===== src/rtl/idxreg_pkg.sv =====
package idxreg_pkg;

   // Bit positions that software decodes in the control and status bytes.
   localparam int CTLB_SQW  = 3;   // square-wave enable
   localparam int CTLB_UPD  = 4;   // update interrupt enable
   localparam int CTLB_ALM  = 5;   // alarm interrupt enable
   localparam int CTLB_PER  = 6;   // periodic interrupt enable
   localparam int STAT_IRQF = 7;   // summary flag
   localparam int STAT_LSB  = 4;   // first event flag in the status byte
   localparam int N_EVT     = 3;   // update, alarm, periodic

   typedef enum logic [1:0] {
      EVT_UPD = 2'd0,
      EVT_ALM = 2'd1,
      EVT_PER = 2'd2
   } evt_e;

   // Functional reset clears these control-B enables.
   localparam logic [7:0] CTLB_RST_CLR =
      8'((1 << CTLB_PER) | (1 << CTLB_ALM) | (1 << CTLB_SQW));

endpackage


===== src/rtl/idxreg_ctrl.sv =====
module idxreg_ctrl #(
   parameter int                DATA_W  = 8,
   parameter logic [DATA_W-1:0] A_INIT  = 8'h26,
   parameter logic [DATA_W-1:0] B_INIT  = 8'h02,
   parameter logic [DATA_W-1:0] B_CLR   = 8'h68
) (
   input  logic              clk,
   input  logic              por_n,
   input  logic              rst_i,
   input  logic              wr_a_i,
   input  logic              wr_b_i,
   input  logic [DATA_W-1:0] wdata_i,
   output logic [DATA_W-1:0] a_o,
   output logic [DATA_W-1:0] b_o
);

   if (DATA_W < 8) begin : g_chk_w
      $error("idxreg_ctrl: DATA_W must be at least 8");
   end

   logic [DATA_W-1:0] a_q, b_q;

   always_ff @(posedge clk or negedge por_n) begin
      if (!por_n) begin
         a_q <= A_INIT;
      end else if (wr_a_i) begin
         a_q <= wdata_i;
      end
   end

   always_ff @(posedge clk or negedge por_n) begin
      if (!por_n) begin
         b_q <= B_INIT;
      end else if (rst_i) begin
         b_q <= b_q & ~B_CLR;
      end else if (wr_b_i) begin
         b_q <= wdata_i;
      end
   end

   assign a_o = a_q;
   assign b_o = b_q;

   AST_B_RST_CLEARS: assert property (@(posedge clk) disable iff (!por_n)
      rst_i |=> ((b_q & B_CLR) == '0));
   AST_A_RST_HOLD: assert property (@(posedge clk) disable iff (!por_n)
      (rst_i && !wr_a_i) |=> $stable(a_q));

endmodule


===== src/rtl/idxreg_status.sv =====
module idxreg_status #(
   parameter int DATA_W   = 8,
   parameter int NFLG     = 3,
   parameter int FLG_LSB  = 4,
   parameter int IRQF_BIT = 7
) (
   input  logic              clk,
   input  logic              por_n,
   input  logic              rst_i,
   input  logic              rd_clr_i,
   input  logic              bwr_i,
   input  logic [NFLG-1:0]   bwr_en_i,
   input  logic [NFLG-1:0]   en_i,
   input  logic [NFLG-1:0]   evt_i,
   output logic [DATA_W-1:0] stat_o,
   output logic              irq_o
);

   if (FLG_LSB + NFLG > IRQF_BIT || IRQF_BIT >= DATA_W) begin : g_chk_pos
      $error("idxreg_status: flag field overlaps the summary bit");
   end

   logic [NFLG-1:0] flg_q, flg_base, flg_fresh, flg_d;
   logic            irqf_q, irqf_base, irqf_d, irq_q;

   // A read clears first, then same-cycle events land on the cleared byte.
   always_comb begin
      flg_base  = rd_clr_i ? '0 : flg_q;
      irqf_base = rd_clr_i ? 1'b0 : irqf_q;
      flg_fresh = evt_i & ~flg_base;
      flg_d     = flg_base | evt_i;
      if (bwr_i) begin
         irqf_d = |(bwr_en_i & flg_d);
      end else begin
         irqf_d = irqf_base | (|(flg_fresh & en_i));
      end
   end

   always_ff @(posedge clk or negedge por_n) begin
      if (!por_n) begin
         flg_q  <= '0;
         irqf_q <= 1'b0;
         irq_q  <= 1'b0;
      end else if (rst_i) begin
         flg_q  <= '0;
         irqf_q <= 1'b0;
         irq_q  <= 1'b0;
      end else begin
         flg_q  <= flg_d;
         irqf_q <= irqf_d;
         irq_q  <= irqf_d;
      end
   end

   always_comb begin
      stat_o                    = '0;
      stat_o[FLG_LSB +: NFLG]   = flg_q;
      stat_o[IRQF_BIT]          = irqf_q;
   end

   assign irq_o = irq_q;

   AST_IRQ_PIN_MATCH: assert property (@(posedge clk) disable iff (!por_n)
      irq_q == irqf_q);
   AST_READ_CLEARS: assert property (@(posedge clk) disable iff (!por_n)
      (rd_clr_i && !rst_i && evt_i == '0 && !bwr_i) |=> (stat_o == '0 && !irq_o));
   AST_EVT_LANDS: assert property (@(posedge clk) disable iff (!por_n)
      (!rst_i && |evt_i) |=> ((flg_q & $past(evt_i)) == $past(evt_i)));
   AST_RST_QUIET: assert property (@(posedge clk) disable iff (!por_n)
      rst_i |=> (!irq_o && flg_q == '0));
   AST_ENABLE_RAISE: assert property (@(posedge clk) disable iff (!por_n)
      (!rst_i && bwr_i && |(bwr_en_i & (flg_q | evt_i)) && !rd_clr_i) |=> irq_o);

endmodule


===== src/rtl/idxreg_ram.sv =====
module idxreg_ram #(
   parameter int                IDX_W    = 7,
   parameter int                DATA_W   = 8,
   parameter int                HOLE_LO  = 10,
   parameter int                HOLE_HI  = 13,
   parameter int                SHUT_IDX = 15,
   parameter logic [DATA_W-1:0] MARK     = 8'hFE
) (
   input  logic              clk,
   input  logic              por_n,
   input  logic              rst_i,
   input  logic              susp_i,
   input  logic              wr_i,
   input  logic [IDX_W-1:0]  idx_i,
   input  logic [DATA_W-1:0] wdata_i,
   output logic [DATA_W-1:0] rdata_o,
   output logic [DATA_W-1:0] shut_o
);

   localparam int DEPTH = 1 << IDX_W;

   if (SHUT_IDX >= DEPTH || (SHUT_IDX >= HOLE_LO && SHUT_IDX <= HOLE_HI)) begin : g_chk_shut
      $error("idxreg_ram: shutdown byte index is out of range or in the register hole");
   end

   logic [DEPTH-1:0][DATA_W-1:0] cells;

   for (genvar g = 0; g < DEPTH; g++) begin : g_cell
      if (g >= HOLE_LO && g <= HOLE_HI) begin : g_hole
         // Special registers live elsewhere; no storage here.
         assign cells[g] = '0;
      end else if (g == SHUT_IDX) begin : g_shut
         logic [DATA_W-1:0] cell_q;
         always_ff @(posedge clk or negedge por_n) begin
            if (!por_n) begin
               cell_q <= '0;
            end else if (susp_i) begin
               cell_q <= MARK;
            end else if (rst_i) begin
               if (cell_q != MARK) begin
                  cell_q <= '0;
               end
            end else if (wr_i && idx_i == IDX_W'(g)) begin
               cell_q <= wdata_i;
            end
         end
         assign cells[g] = cell_q;
      end else begin : g_plain
         logic [DATA_W-1:0] cell_q;
         always_ff @(posedge clk or negedge por_n) begin
            if (!por_n) begin
               cell_q <= '0;
            end else if (wr_i && idx_i == IDX_W'(g)) begin
               cell_q <= wdata_i;
            end
         end
         assign cells[g] = cell_q;
      end
   end

   assign rdata_o = cells[idx_i];
   assign shut_o  = cells[SHUT_IDX];

   AST_SUSPEND_MARK: assert property (@(posedge clk) disable iff (!por_n)
      susp_i |=> (shut_o == MARK));
   AST_MARK_SURVIVES: assert property (@(posedge clk) disable iff (!por_n)
      (rst_i && shut_o == MARK) |=> (shut_o == MARK));
   AST_SHUT_RST_CLR: assert property (@(posedge clk) disable iff (!por_n)
      (rst_i && !susp_i && shut_o != MARK) |=> (shut_o == '0));

endmodule


===== src/rtl/idxreg_port.sv =====
module idxreg_port
   import idxreg_pkg::*;
#(
   parameter int         IDX_W    = 7,
   parameter int         DATA_W   = 8,
   parameter int         A_IDX    = 10,
   parameter int         SHUT_IDX = 15,
   parameter logic [7:0] A_INIT   = 8'h26,
   parameter logic [7:0] B_INIT   = 8'h02,
   parameter logic [7:0] D_VAL    = 8'h80,
   parameter logic [7:0] MARK     = 8'hFE
) (
   input  logic              clk,
   input  logic              por_n,
   input  logic              rst_i,
   input  logic              suspend_i,
   input  logic              bus_addr_i,
   input  logic              bus_wr_i,
   input  logic              bus_rd_i,
   input  logic [DATA_W-1:0] bus_wdata_i,
   output logic [DATA_W-1:0] bus_rdata_o,
   input  logic [N_EVT-1:0]  evt_i,
   output logic              irq_o,
   output logic [DATA_W-1:0] shutdown_o
);

   localparam int               B_IDX = A_IDX + 1;
   localparam int               C_IDX = A_IDX + 2;
   localparam int               D_IDX = A_IDX + 3;
   localparam logic [IDX_W-1:0] SEL_A = IDX_W'(A_IDX);
   localparam logic [IDX_W-1:0] SEL_B = IDX_W'(B_IDX);
   localparam logic [IDX_W-1:0] SEL_C = IDX_W'(C_IDX);
   localparam logic [IDX_W-1:0] SEL_D = IDX_W'(D_IDX);

   if (DATA_W != 8) begin : g_chk_data
      $error("idxreg_port: the register layout assumes byte-wide data");
   end
   if (IDX_W >= DATA_W || D_IDX >= (1 << IDX_W)) begin : g_chk_idx
      $error("idxreg_port: index width does not fit the register block");
   end

   logic [IDX_W-1:0]  idx_q;
   logic              idx_wr, data_wr, data_rd;
   logic              sel_a, sel_b, sel_c, sel_d;
   logic [DATA_W-1:0] a_val, b_val, stat_val, ram_val, rd_mux, rdata_q;

   assign idx_wr  = bus_wr_i && !bus_addr_i;
   assign data_wr = bus_wr_i && bus_addr_i;
   assign data_rd = bus_rd_i && bus_addr_i;
   assign sel_a   = (idx_q == SEL_A);
   assign sel_b   = (idx_q == SEL_B);
   assign sel_c   = (idx_q == SEL_C);
   assign sel_d   = (idx_q == SEL_D);

   always_ff @(posedge clk or negedge por_n) begin
      if (!por_n) begin
         idx_q <= '0;
      end else if (idx_wr) begin
         idx_q <= bus_wdata_i[IDX_W-1:0];
      end
   end

   idxreg_ctrl #(
      .DATA_W (DATA_W),
      .A_INIT (A_INIT),
      .B_INIT (B_INIT),
      .B_CLR  (CTLB_RST_CLR)
   ) u_ctrl (
      .clk     (clk),
      .por_n   (por_n),
      .rst_i   (rst_i),
      .wr_a_i  (data_wr && sel_a),
      .wr_b_i  (data_wr && sel_b),
      .wdata_i (bus_wdata_i),
      .a_o     (a_val),
      .b_o     (b_val)
   );

   idxreg_status #(
      .DATA_W   (DATA_W),
      .NFLG     (N_EVT),
      .FLG_LSB  (STAT_LSB),
      .IRQF_BIT (STAT_IRQF)
   ) u_status (
      .clk      (clk),
      .por_n    (por_n),
      .rst_i    (rst_i),
      .rd_clr_i (data_rd && sel_c),
      .bwr_i    (data_wr && sel_b),
      .bwr_en_i (bus_wdata_i[CTLB_UPD +: N_EVT]),
      .en_i     (b_val[CTLB_UPD +: N_EVT]),
      .evt_i    (evt_i),
      .stat_o   (stat_val),
      .irq_o    (irq_o)
   );

   idxreg_ram #(
      .IDX_W    (IDX_W),
      .DATA_W   (DATA_W),
      .HOLE_LO  (A_IDX),
      .HOLE_HI  (D_IDX),
      .SHUT_IDX (SHUT_IDX),
      .MARK     (MARK)
   ) u_ram (
      .clk     (clk),
      .por_n   (por_n),
      .rst_i   (rst_i),
      .susp_i  (suspend_i),
      .wr_i    (data_wr),
      .idx_i   (idx_q),
      .wdata_i (bus_wdata_i),
      .rdata_o (ram_val),
      .shut_o  (shutdown_o)
   );

   always_comb begin
      if (!bus_addr_i) begin
         rd_mux = '1;
      end else if (sel_a) begin
         rd_mux = a_val;
      end else if (sel_b) begin
         rd_mux = b_val;
      end else if (sel_c) begin
         rd_mux = stat_val;
      end else if (sel_d) begin
         rd_mux = D_VAL;
      end else begin
         rd_mux = ram_val;
      end
   end

   always_ff @(posedge clk or negedge por_n) begin
      if (!por_n) begin
         rdata_q <= '0;
      end else if (bus_rd_i) begin
         rdata_q <= rd_mux;
      end
   end

   assign bus_rdata_o = rdata_q;

   AST_INDEX_HOLD: assert property (@(posedge clk) disable iff (!por_n)
      !idx_wr |=> $stable(idx_q));
   AST_EVEN_READ_ONES: assert property (@(posedge clk) disable iff (!por_n)
      (bus_rd_i && !bus_addr_i) |=> (bus_rdata_o == '1));
   AST_STATUS_WR_IGNORED: assert property (@(posedge clk) disable iff (!por_n)
      (data_wr && sel_c && !rst_i && evt_i == '0) |=> $stable(stat_val));

endmodule


===== config.mk =====
export PLATFORM = sky130hd
export DESIGN_NAME = idxreg_port
export DESIGN_NICKNAME = d
export VERILOG_FILES = /design/src/rtl/idxreg_pkg.sv /design/src/rtl/idxreg_ctrl.sv /design/src/rtl/idxreg_status.sv /design/src/rtl/idxreg_ram.sv /design/src/rtl/idxreg_port.sv
export SDC_FILE = /design/constraint.sdc
export NUM_CORES = 2
export LEC_CHECK = 0
export BUFFER_PORTS_ARGS = -buffer_cell sky130_fd_sc_hd__buf_2
export CAP_MARGIN = 30
export CORE_MARGIN = 1.5
export CORE_UTILIZATION = 43
export DETAILED_ROUTE_END_ITERATION = 8
export HOLD_SLACK_MARGIN = 0.15
export PLACE_DENSITY = 0.64
export SYNTH_ARGS = -nofsm -noshare
export SYNTH_HDL_FRONTEND = slang
export SYNTH_SLANG_ARGS = --single-unit

===== constraint.sdc =====
create_clock -name clk -period 3.9 [get_ports clk]
set_input_delay 0.195 -clock clk [delete_from_list [all_inputs] [get_ports clk]]
set_output_delay 0.195 -clock clk [all_outputs]
set_load 0.01 [all_outputs]

==> metrics.md <==
| Metric | Value |
|---|---|
| Outcome | finished clean |
| Syn_nets | ~3.2k |
| Core area | 0.1092 mm^2 |
| Placer Congestion | 0.9452 |
| Sum Neg Setup Slack | 0 ns |
| Post-synth EDFFs | 0 |
| Site Rows | 121 |
| CTS Root Cell | clkbuf_16 |
| Clock buffer count from CTS | 108 |
| Clk_skew | 0.03024 ns |
| Initial antenna violation count | 4 |
| Via Count | between 20k and 30k |
| Worst hold path type | primary input to asynchronous set/reset pin |
| Critical path endpoint category | flip-flop |
| Power Internal | 0.01985 W |
| Number of I/O pins | 35 |
| Post-CTS setup buffer count | 0 |
| Switching power | 0.007130 W |
| Initial Utilization | a little over two fifths |
| WP data arrival | about 4.3 ns |
| Slowest CP cell | nor3_1 |
| Total gr overflow | 0 |
| Worst setup SP type | flip-flop |
| Die area | ~0.11 mm^2 |
| Most frequent cells in the layout | 1019 x dfrtp_1, 987 x mux2_2, 216 x mux4_2 |
| DP HPWL | 88790 um |
| CTS Buffer Depth | 3 |
| Sw Share | 26.43% |
| Gate power share | 15.0% |
| Avg Inst Size Synth | 15.10 um^2 |
| Syn Inst Count | about 3.1k |
| Min Tclk post-route | 3.680 ns |
| Period utilization | 94.36% |
| Final setup fails | 0 |
| Synth Register Bits | 1027 |
| Drt drc | 0 |
| Slew HR | between 30% and 40% |
| Clk_lat worst skew | around 0.70 ns |
| Routed WL per cell | between 20 and 30 um |
| Sequential area share after synthesis | 54.18% |
| Port bufs | 34 |
| Fillers | ~9k |
| Worst-path fanout max | 23 |
| Netlist cell types | 68 |
| Cells along the critical path | buf_4, inv_1, mux2i_1, o211a_1, nor3_1, o32ai_1, a21oi_1 |
| Min Hold Slack | approximately 0.17 ns |
| Final wirelength | 133400 um |
| Drt pass-1 iters | 5 |
| VDD IR max | 0.0004120 V |
| Detailed Route Iter0 Violations | 2417 |
| Fin util | between 40% and 50% |
| First-pass GRT wire length | just over 200000 um |
| Async SR Flop Fraction | between 90% and 100% |
| Cell Area, Synth | ~0.047 mm^2 |
| Least-Margin Pin Slew | 1.026 ns |
| Die H | 335.2 um |
| Final Hold Fails | 0 |
| Final Slew Violations | 0 |
| Area growth from synthesis to layout | 13.57% |
| Lkg Pwr | 25.42 nW |
| Nets | 3272 |
| Vias in the first global route | roughly 30k |
| Clock power share | 38.9% |
| Max Fclk | around 270 MHz |
| Critical Path RT | 4.50 ns |
| Power per cell area | 500.7 mW/mm^2 |
| Most common cell after layout, fill and taps aside | dfrtp_1 |
| CTS tree | done |
| Die width | approximately 340 um |
| Share of cells above drive strength 1 | 50.82% |
| RSZ-0062 raised after global routing | no |
| ANT nets after route | 0 |
| Top FF cell, synth | dfrtp_1 |
| MaxCap Viol Count | 0 |
| Seq pwr share | about 46% |
| Setup CP Type | flip-flop to flip-flop |
| Ys Warns | 0 |
| # clock sinks | 1027 |
| Gr usage total | about 24% |
| Avg Vias per Cell | 6.010 |
| Crit-path max cell delay | around 0.74 ns |
| CTS clock-pin slew for the worst setup and hold paths | 0.06 ns |
| H-tree Lvls | 3 |
| Pin count of the biggest net entering global routing | 127 |
## layout make-up
class                      count  area (um^2)  area share [%]
sequential                  1027        25720           47.73
multi-input combinational   1874        20620           38.26
clock buffer                 170         3269           6.067
timing repair buffer         233         2022           3.752
tap                         1476         1847           3.427
clock inverter                31        370.4          0.6873
inverter                      10        37.54         0.06966
antenna                        1        2.502        0.004644
## repair_timing
| item | in CTS | in global routing |
|---|---|---|
| hold buffers | 13 | 2 |
| gates resized for setup | 0 | 0 |
| hold endpoints to repair | 124 | 17 |
## worst paths after layout
check                                                                 from                                         endpoint  slack, ns  cells after the start
max                                                   idx_q[0]$_DFFE_PN0P_                       bus_rdata_o[0]$_DFFE_PN0P_       0.22                      7
min                                                                  por_n   u_ram.g_cell[52].g_plain.cell_q[6]$_DFFE_PN0P_       0.17                      2
max reg2reg                                           idx_q[0]$_DFFE_PN0P_                       bus_rdata_o[0]$_DFFE_PN0P_       0.22                      7
min reg2reg                u_ram.g_cell[124].g_plain.cell_q[4]$_DFFE_PN0P_  u_ram.g_cell[124].g_plain.cell_q[4]$_DFFE_PN0P_       0.48                      2
max in group asynchronous                                            por_n    u_ram.g_cell[7].g_plain.cell_q[3]$_DFFE_PN0P_       2.48                      3
min in group clk                                            bus_wdata_i[4]  u_ram.g_cell[121].g_plain.cell_q[4]$_DFFE_PN0P_       0.19                      2
## metal layers
metal | global-route usage (%) | vias to the layer above | share of wire [%]
met5 | 0 | - | 0.0097
met4 | 8.790 | 2 | 3.8
met3 | 4.695 | 282 | 6.8
met1 | 33.40 | 15735 | 43
met2 | 37.61 | 1014 | 47
li1 | - | 11947 | -
## state kept, by name, summed over array words and instances (netlist names)
name,cells
u_ctrl.a_o,8
bus_rdata_o,8
u_status.irqf_q,1
u_ram.g_cell.g_plain.cell_q,984
u_ctrl.b_o,8
idx_q,7
u_status.flg_q,3
u_ram.shut_o,8
## cell usage after synthesis, types with 3 or more instances
library cell  instances  area, um^2
nand2_1              74       277.8
a221o_1               3       30.03
a211oi_1             11       82.58
nand2b_1             10       62.56
dfstp_2               4       105.1
nor2b_1              16       100.1
nor4_1                6       37.54
nor3_2                6       60.06
buf_2                55       275.3
nor2_1               80       300.3
mux2_2              987       11110
mux2i_1              94       940.9
nor3_4                3       48.80
o211a_1               3       30.03
o211ai_1              3       22.52
nor3_1               10       50.05
buf_6                12       135.1
a32oi_1               3       26.28
a22o_1                7       61.31
a221oi_1             18       157.7
a21oi_1              41       205.2
o2111ai_1             4       35.03
o221ai_1              9       78.83
a2111oi_0             3       26.28
a31oi_1               6       37.54
nand3_1              21       105.1
mux4_2              216        4865
and2_1                7       43.79
o21ai_0              43       215.2
buf_1                 4       15.01
dfrtp_1            1023       25600
nand2_2              19       118.9
inv_1                 9       33.78
o32ai_1               7       61.31
clkbuf_1            142       533.0
nor2_2               44       275.3
o22ai_1              11       68.82
a22oi_1              48       360.4
or2_2                 4       25.02
buf_4                19       142.6
nor2_8               14       280.3
nand4_1              12       75.07
## worst max-delay path, delay by kind of cell, from the launching register on
kind | cells | cell delay, ns
compound gates | 3 | 0.96
mux | 1 | 0.27
buf+inv | 2 | 0.88
simple gates | 1 | 0.74
flops | 1 | 0.72
## power by group through the flow
stage / clock network, W / logic (W) / registers (W)
2_1_floorplan: 0 / 0.00276 / 0.0123
4_1_cts: 0.0107 / 0.00404 / 0.0124
3_5_place_dp: 0 / 0.00401 / 0.0126
5_1_grt: 0.0111 / 0.00428 / 0.0125
6_report: 0.0105 / 0.00404 / 0.0124
3_3_place_gp: 0 / 0.00390 / 0.0125
## through the flow
stage / cell area [um^2] / instances / total power [W] / worst slack (ns)
6_report: 53880 / 4822 / 0.02698 / 0.2199
5_1_grt: 53880 / 4821 / 0.02794 / 0.2192
4_1_cts: 53810 / 4817 / 0.02712 / 0.3543
3_5_place_dp: 50040 / 4603 / 0.01661 / 0.4108
3_3_place_gp: 50040 / 4603 / 0.01639 / 0.3699
2_1_floorplan: 47450 / 3143 / 0.01504 / 1.587
## cell families after synthesis
family                 Yosys count  share of synthesized area, %
muxes                         1297                         35.66
DFF                           1027                         54.18
and+or+nand+nor                342                         4.288
buffers and inverters          242                         2.400
AOI/OAI and AO/OA              235                         3.476
(Power assumes the default switching activity.)
